===== config.mk =====
export PLATFORM = sky130hd
export DESIGN_NAME = pgb_bank
export DESIGN_NICKNAME = d
export VERILOG_FILES = /design/src/rtl/pgb_pkg.sv /design/src/rtl/pgb_cmd_ctrl.sv /design/src/rtl/pgb_cfg_store.sv /design/src/rtl/pgb_read_mux.sv /design/src/rtl/pgb_bank.sv
export SDC_FILE = /design/constraint.sdc
export NUM_CORES = 1
export LEC_CHECK = 0
export BUFFER_PORTS_ARGS = -buffer_cell sky130_fd_sc_hd__buf_2
export CAP_MARGIN = 20
export CORE_MARGIN = 1.5
export CORE_UTILIZATION = 25
export CTS_BUF_LIST = sky130_fd_sc_hd__clkbuf_4 sky130_fd_sc_hd__clkbuf_8
export DETAILED_ROUTE_END_ITERATION = 6
export GPL_ROUTABILITY_DRIVEN = 0
export SLEW_MARGIN = 0
export SYNTH_ARGS = -nofsm -noshare
export SYNTH_HDL_FRONTEND = slang
export SYNTH_SLANG_ARGS = --single-unit

===== constraint.sdc =====
create_clock -name clk -period 2.4 [get_ports clk]
set_input_delay 0.36 -clock clk [delete_from_list [all_inputs] [get_ports clk]]
set_output_delay 0.36 -clock clk [all_outputs]
set_load 0.02 [all_outputs]

===== src/rtl/pgb_pkg.sv =====
package pgb_pkg;
    localparam int DW         = 8;
    localparam int AW         = 4;
    localparam int STA_BYTES  = 6;
    localparam int HASH_BYTES = 8;
    localparam int STA_BASE   = 1;
    localparam int CURPG_OFS  = 7;
    localparam int HASH_BASE  = 8;
    localparam int TALLY_N    = 3;
    localparam logic [DW-1:0] CMD_RESET = 8'h21;

    typedef enum logic [1:0] {
        PG_ZERO = 2'b00,
        PG_ONE  = 2'b01,
        PG_TWO  = 2'b10,
        PG_RSV  = 2'b11
    } page_e;

    localparam logic [2:0] RD_NONE  = 3'b000;
    localparam logic [2:0] RD_ABORT = 3'b100;

    typedef struct packed {
        page_e      page;
        logic [2:0] rdma;
        logic       txp;
        logic       sta;
        logic       stp;
    } cmd_t;

    typedef struct packed {
        logic [7:0]  ring_start;
        logic [7:0]  ring_stop;
        logic [7:0]  boundary;
        logic [7:0]  tx_page;
        logic [15:0] tx_count;
        logic [15:0] rmt_start;
        logic [15:0] rmt_count;
        logic [7:0]  rx_cfg;
        logic [7:0]  tx_cfg;
        logic [7:0]  data_cfg;
        logic [7:0]  irq_mask;
    } cfg_t;

    typedef struct packed {
        logic [15:0]          local_addr;
        logic [15:0]          remote_addr;
        logic [7:0]           tx_stat;
        logic [7:0]           coll_cnt;
        logic [7:0]           fifo_byte;
        logic [7:0]           irq_stat;
        logic [7:0]           rx_stat;
        logic [8*TALLY_N-1:0] tally;
    } stat_t;

    function automatic logic rdma_starts(input logic [2:0] f);
        return (f[2] == 1'b0) && (f != RD_NONE);
    endfunction

    function automatic logic rdma_aborts(input logic [2:0] f);
        return f[2];
    endfunction

    function automatic logic [7:0] half16(input logic [15:0] v, input logic hi);
        return hi ? v[15:8] : v[7:0];
    endfunction
endpackage


===== src/rtl/pgb_cmd_ctrl.sv =====
module pgb_cmd_ctrl
    import pgb_pkg::*;
#(
    parameter logic [DW-1:0] CMD_INIT = CMD_RESET
) (
    input  logic          clk,
    input  logic          rst,
    input  logic          wr_cmd,
    input  logic [DW-1:0] wr_data,
    input  logic          link_idle,
    input  logic          tx_done,
    input  logic          tx_abort,
    input  logic          rdma_done,
    output cmd_t          cmd_q,
    output logic          offline_q,
    output logic          tx_go,
    output logic          rdma_go,
    output logic          rdma_abort
);
    cmd_t wcmd;
    cmd_t cmd_d;
    logic offline_d;
    logic txp_accept;

    always_comb begin
        wcmd       = cmd_t'(wr_data);
        txp_accept = wr_cmd && wcmd.txp && !wcmd.stp && !offline_q && !cmd_q.txp;

        cmd_d = cmd_q;
        if (cmd_q.txp && (tx_done || tx_abort))
            cmd_d.txp = 1'b0;
        if (rdma_done)
            cmd_d.rdma = RD_ABORT;
        if (wr_cmd) begin
            cmd_d.page = wcmd.page;
            cmd_d.sta  = wcmd.sta;
            cmd_d.stp  = wcmd.stp;
            if (wcmd.rdma != RD_NONE)
                cmd_d.rdma = wcmd.rdma;
            if (txp_accept)
                cmd_d.txp = 1'b1;
        end

        offline_d = offline_q;
        if (cmd_q.stp) begin
            if (link_idle)
                offline_d = 1'b1;
        end else if (cmd_q.sta) begin
            offline_d = 1'b0;
        end
    end

    always_ff @(posedge clk) begin
        if (rst) begin
            cmd_q      <= cmd_t'(CMD_INIT);
            offline_q  <= 1'b1;
            tx_go      <= 1'b0;
            rdma_go    <= 1'b0;
            rdma_abort <= 1'b0;
        end else begin
            cmd_q      <= cmd_d;
            offline_q  <= offline_d;
            tx_go      <= txp_accept;
            rdma_go    <= wr_cmd && rdma_starts(wcmd.rdma);
            rdma_abort <= wr_cmd && rdma_aborts(wcmd.rdma);
        end
    end
endmodule


===== src/rtl/pgb_cfg_store.sv =====
module pgb_cfg_store
    import pgb_pkg::*;
(
    input  logic                               clk,
    input  logic                               rst,
    input  logic                               wr_en,
    input  logic [AW-1:0]                      addr,
    input  logic [DW-1:0]                      wr_data,
    input  page_e                              page,
    output cfg_t                               cfg,
    output logic [STA_BYTES-1:0][DW-1:0]       sta,
    output logic [DW-1:0]                      cur_page,
    output logic [HASH_BYTES-1:0][DW-1:0]      hash,
    output logic [DW-1:0]                      irq_ack
);
    logic wr_p0;
    logic wr_p1;

    assign wr_p0 = wr_en && (page == PG_ZERO) && (addr != '0);
    assign wr_p1 = wr_en && (page == PG_ONE)  && (addr != '0);

    always_ff @(posedge clk) begin
        if (rst) begin
            cfg     <= '0;
            irq_ack <= '0;
        end else begin
            irq_ack <= '0;
            if (wr_p0) begin
                case (addr)
                    4'h1: cfg.ring_start      <= wr_data;
                    4'h2: cfg.ring_stop       <= wr_data;
                    4'h3: cfg.boundary        <= wr_data;
                    4'h4: cfg.tx_page         <= wr_data;
                    4'h5: cfg.tx_count[7:0]   <= wr_data;
                    4'h6: cfg.tx_count[15:8]  <= wr_data;
                    4'h7: irq_ack             <= wr_data;
                    4'h8: cfg.rmt_start[7:0]  <= wr_data;
                    4'h9: cfg.rmt_start[15:8] <= wr_data;
                    4'hA: cfg.rmt_count[7:0]  <= wr_data;
                    4'hB: cfg.rmt_count[15:8] <= wr_data;
                    4'hC: cfg.rx_cfg          <= wr_data;
                    4'hD: cfg.tx_cfg          <= wr_data;
                    4'hE: cfg.data_cfg        <= wr_data;
                    4'hF: cfg.irq_mask        <= wr_data;
                    default: ;
                endcase
            end
        end
    end

    for (genvar i = 0; i < STA_BYTES; i++) begin : g_sta
        always_ff @(posedge clk) begin
            if (rst)
                sta[i] <= '0;
            else if (wr_p1 && addr == 4'(STA_BASE + i))
                sta[i] <= wr_data;
        end
    end

    for (genvar j = 0; j < HASH_BYTES; j++) begin : g_hash
        always_ff @(posedge clk) begin
            if (rst)
                hash[j] <= '0;
            else if (wr_p1 && addr == 4'(HASH_BASE + j))
                hash[j] <= wr_data;
        end
    end

    always_ff @(posedge clk) begin
        if (rst)
            cur_page <= '0;
        else if (wr_p1 && addr == 4'(CURPG_OFS))
            cur_page <= wr_data;
    end
endmodule


===== src/rtl/pgb_read_mux.sv =====
module pgb_read_mux
    import pgb_pkg::*;
(
    input  logic [AW-1:0]                 addr,
    input  cmd_t                          cmd,
    input  cfg_t                          cfg,
    input  stat_t                         stat,
    input  logic [STA_BYTES-1:0][DW-1:0]  sta,
    input  logic [DW-1:0]                 cur_page,
    input  logic [HASH_BYTES-1:0][DW-1:0] hash,
    output logic [DW-1:0]                 rd_data
);
    logic [DW-1:0] p0_val;
    logic [DW-1:0] p1_val;
    logic [DW-1:0] p2_val;

    always_comb begin
        case (addr)
            4'h1: p0_val = half16(stat.local_addr, 1'b0);
            4'h2: p0_val = half16(stat.local_addr, 1'b1);
            4'h3: p0_val = cfg.boundary;
            4'h4: p0_val = stat.tx_stat;
            4'h5: p0_val = stat.coll_cnt;
            4'h6: p0_val = stat.fifo_byte;
            4'h7: p0_val = stat.irq_stat;
            4'h8: p0_val = half16(stat.remote_addr, 1'b0);
            4'h9: p0_val = half16(stat.remote_addr, 1'b1);
            4'hC: p0_val = stat.rx_stat;
            4'hD: p0_val = stat.tally[7:0];
            4'hE: p0_val = stat.tally[15:8];
            4'hF: p0_val = stat.tally[23:16];
            default: p0_val = '0;
        endcase
    end

    always_comb begin
        p1_val = '0;
        if (addr == 4'(CURPG_OFS))
            p1_val = cur_page;
        for (int i = 0; i < STA_BYTES; i++)
            if (addr == 4'(STA_BASE + i))
                p1_val = sta[i];
        for (int j = 0; j < HASH_BYTES; j++)
            if (addr == 4'(HASH_BASE + j))
                p1_val = hash[j];
    end

    always_comb begin
        case (addr)
            4'h1: p2_val = cfg.ring_start;
            4'h2: p2_val = cfg.ring_stop;
            4'h4: p2_val = cfg.tx_page;
            4'hC: p2_val = cfg.rx_cfg;
            4'hD: p2_val = cfg.tx_cfg;
            4'hE: p2_val = cfg.data_cfg;
            4'hF: p2_val = cfg.irq_mask;
            default: p2_val = '0;
        endcase
    end

    always_comb begin
        if (addr == '0) begin
            rd_data = cmd;
        end else begin
            case (cmd.page)
                PG_ZERO: rd_data = p0_val;
                PG_ONE:  rd_data = p1_val;
                PG_TWO:  rd_data = p2_val;
                default: rd_data = '0;
            endcase
        end
    end
endmodule


===== src/rtl/pgb_bank.sv =====
module pgb_bank
    import pgb_pkg::*;
#(
    parameter logic [7:0] CMD_INIT = pgb_pkg::CMD_RESET
) (
    input  logic        clk,
    input  logic        rst,
    input  logic [3:0]  addr,
    input  logic        wr_en,
    input  logic [7:0]  wr_data,
    output logic [7:0]  rd_data,
    input  logic        link_idle,
    input  logic        tx_done,
    input  logic        tx_abort,
    input  logic        rdma_done,
    input  logic [15:0] stat_local_addr,
    input  logic [15:0] stat_remote_addr,
    input  logic [7:0]  stat_tx,
    input  logic [7:0]  stat_coll,
    input  logic [7:0]  stat_fifo,
    input  logic [7:0]  stat_irq,
    input  logic [7:0]  stat_rx,
    input  logic [23:0] stat_tally,
    output logic        offline,
    output logic        tx_req,
    output logic        tx_go,
    output logic [2:0]  rdma_op,
    output logic        rdma_go,
    output logic        rdma_abort,
    output logic [7:0]  irq_ack,
    output logic [7:0]  cfg_ring_start,
    output logic [7:0]  cfg_ring_stop,
    output logic [7:0]  cfg_boundary,
    output logic [7:0]  cfg_tx_page,
    output logic [15:0] cfg_tx_count,
    output logic [15:0] cfg_rmt_start,
    output logic [15:0] cfg_rmt_count,
    output logic [7:0]  cfg_rx,
    output logic [7:0]  cfg_tx,
    output logic [7:0]  cfg_data,
    output logic [7:0]  cfg_irq_mask,
    output logic [47:0] station_addr,
    output logic [7:0]  rx_cur_page,
    output logic [63:0] mcast_hash
);
    cmd_t                          cmd_r;
    cfg_t                          cfg_r;
    stat_t                         stat_w;
    logic [STA_BYTES-1:0][DW-1:0]  sta_r;
    logic [HASH_BYTES-1:0][DW-1:0] hash_r;
    logic [DW-1:0]                 cur_page_r;
    logic                          wr_cmd;
    logic [7:0]                    cmd_byte;

    assign wr_cmd   = wr_en && (addr == '0);
    assign cmd_byte = cmd_r;

    always_comb begin
        stat_w.local_addr  = stat_local_addr;
        stat_w.remote_addr = stat_remote_addr;
        stat_w.tx_stat     = stat_tx;
        stat_w.coll_cnt    = stat_coll;
        stat_w.fifo_byte   = stat_fifo;
        stat_w.irq_stat    = stat_irq;
        stat_w.rx_stat     = stat_rx;
        stat_w.tally       = stat_tally;
    end

    pgb_cmd_ctrl #(.CMD_INIT(CMD_INIT)) u_cmd (
        .clk        (clk),
        .rst        (rst),
        .wr_cmd     (wr_cmd),
        .wr_data    (wr_data),
        .link_idle  (link_idle),
        .tx_done    (tx_done),
        .tx_abort   (tx_abort),
        .rdma_done  (rdma_done),
        .cmd_q      (cmd_r),
        .offline_q  (offline),
        .tx_go      (tx_go),
        .rdma_go    (rdma_go),
        .rdma_abort (rdma_abort)
    );

    pgb_cfg_store u_store (
        .clk      (clk),
        .rst      (rst),
        .wr_en    (wr_en),
        .addr     (addr),
        .wr_data  (wr_data),
        .page     (cmd_r.page),
        .cfg      (cfg_r),
        .sta      (sta_r),
        .cur_page (cur_page_r),
        .hash     (hash_r),
        .irq_ack  (irq_ack)
    );

    pgb_read_mux u_rd (
        .addr     (addr),
        .cmd      (cmd_r),
        .cfg      (cfg_r),
        .stat     (stat_w),
        .sta      (sta_r),
        .cur_page (cur_page_r),
        .hash     (hash_r),
        .rd_data  (rd_data)
    );

    assign tx_req         = cmd_r.txp;
    assign rdma_op        = cmd_r.rdma;
    assign cfg_ring_start = cfg_r.ring_start;
    assign cfg_ring_stop  = cfg_r.ring_stop;
    assign cfg_boundary   = cfg_r.boundary;
    assign cfg_tx_page    = cfg_r.tx_page;
    assign cfg_tx_count   = cfg_r.tx_count;
    assign cfg_rmt_start  = cfg_r.rmt_start;
    assign cfg_rmt_count  = cfg_r.rmt_count;
    assign cfg_rx         = cfg_r.rx_cfg;
    assign cfg_tx         = cfg_r.tx_cfg;
    assign cfg_data       = cfg_r.data_cfg;
    assign cfg_irq_mask   = cfg_r.irq_mask;
    assign station_addr   = sta_r;
    assign rx_cur_page    = cur_page_r;
    assign mcast_hash     = hash_r;
endmodule


==> key figures <==
Run status
  – Status: complete, but fails checks
  – Failing checks: DRC, setup timing

Critical path
  – Worst setup path category: reg -> out
  – RR Startpoint: u_cmd.cmd_q[6]
  – Cells along the critical path: o22ai_4 > a2111oi_4 > nor3b_4 > o221ai_2 > and3_1 > o2111ai_1 > buf_4 > buf_6
  – CP arrival: 2440 ps
  – Startpoint Class: flop
  – CP max stage delay: 350 ps
  – Critical path's slowest cell: dfxtp_2
  – Crit end category: output pin
  – Critical path peak fanout: 2
  – Worst r2r dst: u_store.cfg[71]
  – FF-to-FF setup slack: 430 ps
  – Worst R2R Path Depth: 6
  – Required @ worst endpoint: 2040 ps

Logic synthesis
  – Post-synth EDFFs: 0
  – Post-Syn Nets: 1499
  – Yosys cell types: 67
  – Gate count after technology mapping: 1384
  – Avg Inst Size Synth: 8.74 um^2
  – Synthesized cell area: 12100 um^2
  – Synth warnings: 0
  – Top FF cell, synth: dfxtp_1
  – Post-synthesis register bit count: 252
  – Seq/Total Area, Yosys: 0.417
  – FFs w/ async S/R, synth: 0

Global route
  – GRT Total Usage: 0.249
  – GR Overflow Total: 0
  – Via count of the first global-routing pass: 12800
  – Largest net degree at the start of global routing: 86
  – Global-route wire length before repair: 90.4 mm
  – Initial antenna violation count: 3

Power
  – Int Power: 7230 uW
  – Clk pwr share: 0.436
  – Leak pwr: 0.00808 uW
  – Sequential fraction of design power: 0.424
  – Switching Share: 0.276
  – NetSw: 2760 uW
  – Combinational Power Share: 0.141
  – PD cells: 568 nW/um^2
  – VDD IR max: 0.000388 V
  – Total power: 9990 uW

Routing
  – # DRC: 3
  – WL final: 64.6 mm
  – DR WL/cell: 25.3 um
  – Via Count: 13600
  – DRT antenna net count: 0
  – Via density: 5.35
  – Drt pass-1 iters: 7
  – Initial drt markers: 1711

STA
  – Final period util: 1.17
  – Setup-failing EPs final: 8
  – RSZ-0062 raised after global routing: yes
  – Slew headroom: 0.419
  – Final worst slack: -401 ps
  – Max-slew violations: 0
  – Least-Margin Pin Slew: 863 ps
  – Fin. Hold Viols: 0
  – Clk_skew: 17.6 ps
  – Post-route setup TNS: -2090 ps
  – Worst hold slack: 122 ps
  – Tmin final: 2800 ps
  – FMAX: 357 MHz

Placement
  – Buffers on Ports: 370
  – Place WS: -474 ps
  – DP Wirelength: 50.1 mm

Clocking
  – Clock net sink count: 252
  – H-tree depth: 2
  – CTS tree: done
  – Num CTS Buffers: 43
  – Clock Latency Late Sink: 600 ps
  – Clk slew on worst S/H paths: 60 ps
  – CTS root buffer: clkbuf_8
  – Clock Tree Buf Depth: 3

Final layout
  – Nets: 2014
  – Most frequent cells in the layout: 358 x buf_2, 225 x dfxtp_1, 191 x buf_4
  – Commonest non-fill, non-tap cell in the layout: buf_2
  – Share of cells above drive strength 1: 0.416
  – Final-layout fill cell count: 4885
  – Area grow syn2layout: 45.5%

Flow run
  – Max cap viols: 0

Floorplan
  – Num ports: 371
  – Die area: 49700 um^2
  – Initial Util: 0.253
  – Die Y: 223 um
  – Placement Rows: 80
  – Die W: 223 um
  – Core area: 47700 um^2

Min path
  – Source of the worst hold timing path: wr_data[0]
  – Hold crit path type: in -> reg
  – Hold Crit Depth: 3
  – Hold path endpoint: u_cmd.tx_go
cell usage after synthesis (8+ instances only):
master	number	area, um^2
nor3_1	9	45.0
mux2i_1	176	1760
a22oi_1	32	240
o22ai_1	16	100
a32oi_1	11	96.3
dfxtp_1	252	5040
mux2_2	23	259
o221ai_1	9	78.8
and2_1	16	100
buf_2	32	160
nand3_1	70	350
clkbuf_1	73	274
o21ai_0	56	280
buf_4	13	97.6
nand2b_1	9	56.3
nor2_2	8	50.1
a22o_1	19	166
nor2_1	189	709
nand2_1	125	469
a21oi_1	109	546
a221oi_1	13	114
nand3_2	10	100
nor2b_1	13	81.3
repair_timing:
action,4_1_cts,5_1_grt
gates cloned,1,0
pin swaps,30,24
endpoints found under the setup margin,8,8
buffers inserted,19,6
hold buffers,2,0
gates resized for setup,104,35
endpoints found under the hold margin,2,0
layer usage:
layer	GRT usage	wire length, um	up-vias
met5	0	13	-
met4	0.118	3180	2
met3	0.0839	6960	166
met2	0.390	28900	891
met1	0.307	25600	6551
li1	-	-	6018
sequential cells by signal (all words and copies together), names as in the netlist:
name and flops:
u_cmd.tx_go 1, u_store.cur_page 8, u_store.irq_ack 8, u_store.cfg 112, u_store.hash 64, u_store.sta 48
u_cmd.rdma_go 1, u_cmd.rdma_abort 1, u_cmd.cmd_q 8, u_cmd.offline_q 1
per-stage QoR:
stage	std cells	instance area, um^2	util
floorplan	1384	12100	-
finish	2549	17600	0.368
global route	2548	17600	0.368
global placement	2444	15900	0.333
CTS	2542	17400	0.365
detailed placement	2444	15900	0.333
cells by family (layout without fill, tap and decap cells):
| logic type | Yosys count | after routing | synth area share |
|---|---|---|---|
| and+or+nand+nor | 481 | 481 | 0.188 |
| AOI/OAI and AO/OA | 321 | 321 | 0.174 |
| DFF | 252 | 252 | 0.417 |
| muxes | 201 | 201 | 0.171 |
| buffers and inverters | 129 | 677 | 0.0500 |
| other | 0 | 2 | 0 |
how the worst max path moves through the flow:
stage               depth (start not counted)  slack [ps]            start         end
finish                                      8        -400  u_store.sta[30]  rd_data[6]
global route                                8        -510  u_store.sta[30]  rd_data[6]
CTS                                         8        -400  u_store.sta[30]  rd_data[6]
detailed placement                          9        -470          addr[1]  rd_data[3]
global placement                            9        -540          addr[1]  rd_data[3]
floorplan                                   8          40          addr[1]  rd_data[6]
cell type report:
type                            instances  area, um^2  area share
Antenna cell                            2        5.00    0.000284
Tap cell                              615         769      0.0437
Clock buffer                           72         903      0.0514
Clock inverter                          6        57.6     0.00327
Multi-Input combinational cell       1003        6780       0.385
Inverter                                4        15.0    0.000853
Sequential cell                       252        5090       0.289
Timing Repair Buffer                  595        3980       0.226
critical path, delay by kind of cell, from the launching register on:
family	cells	cell delay [ps]
flip-flops	1	350
AND/OR/NAND/NOR	2	460
buffers and inverters	2	270
AO/OA/AOI/OAI	4	760
power groups by stage:
| stage | logic [uW] | clock network (uW) | registers [uW] |
|---|---|---|---|
| 2_1_floorplan | 557 | 0 | 4350 |
| 3_3_place_gp | 1250 | 0 | 4330 |
| 3_5_place_dp | 1260 | 0 | 4330 |
| 4_1_cts | 1350 | 4420 | 4230 |
| 5_1_grt | 1450 | 4600 | 4230 |
| 6_report | 1410 | 4350 | 4230 |
Note: power is estimated with default switching activity, not from simulation.
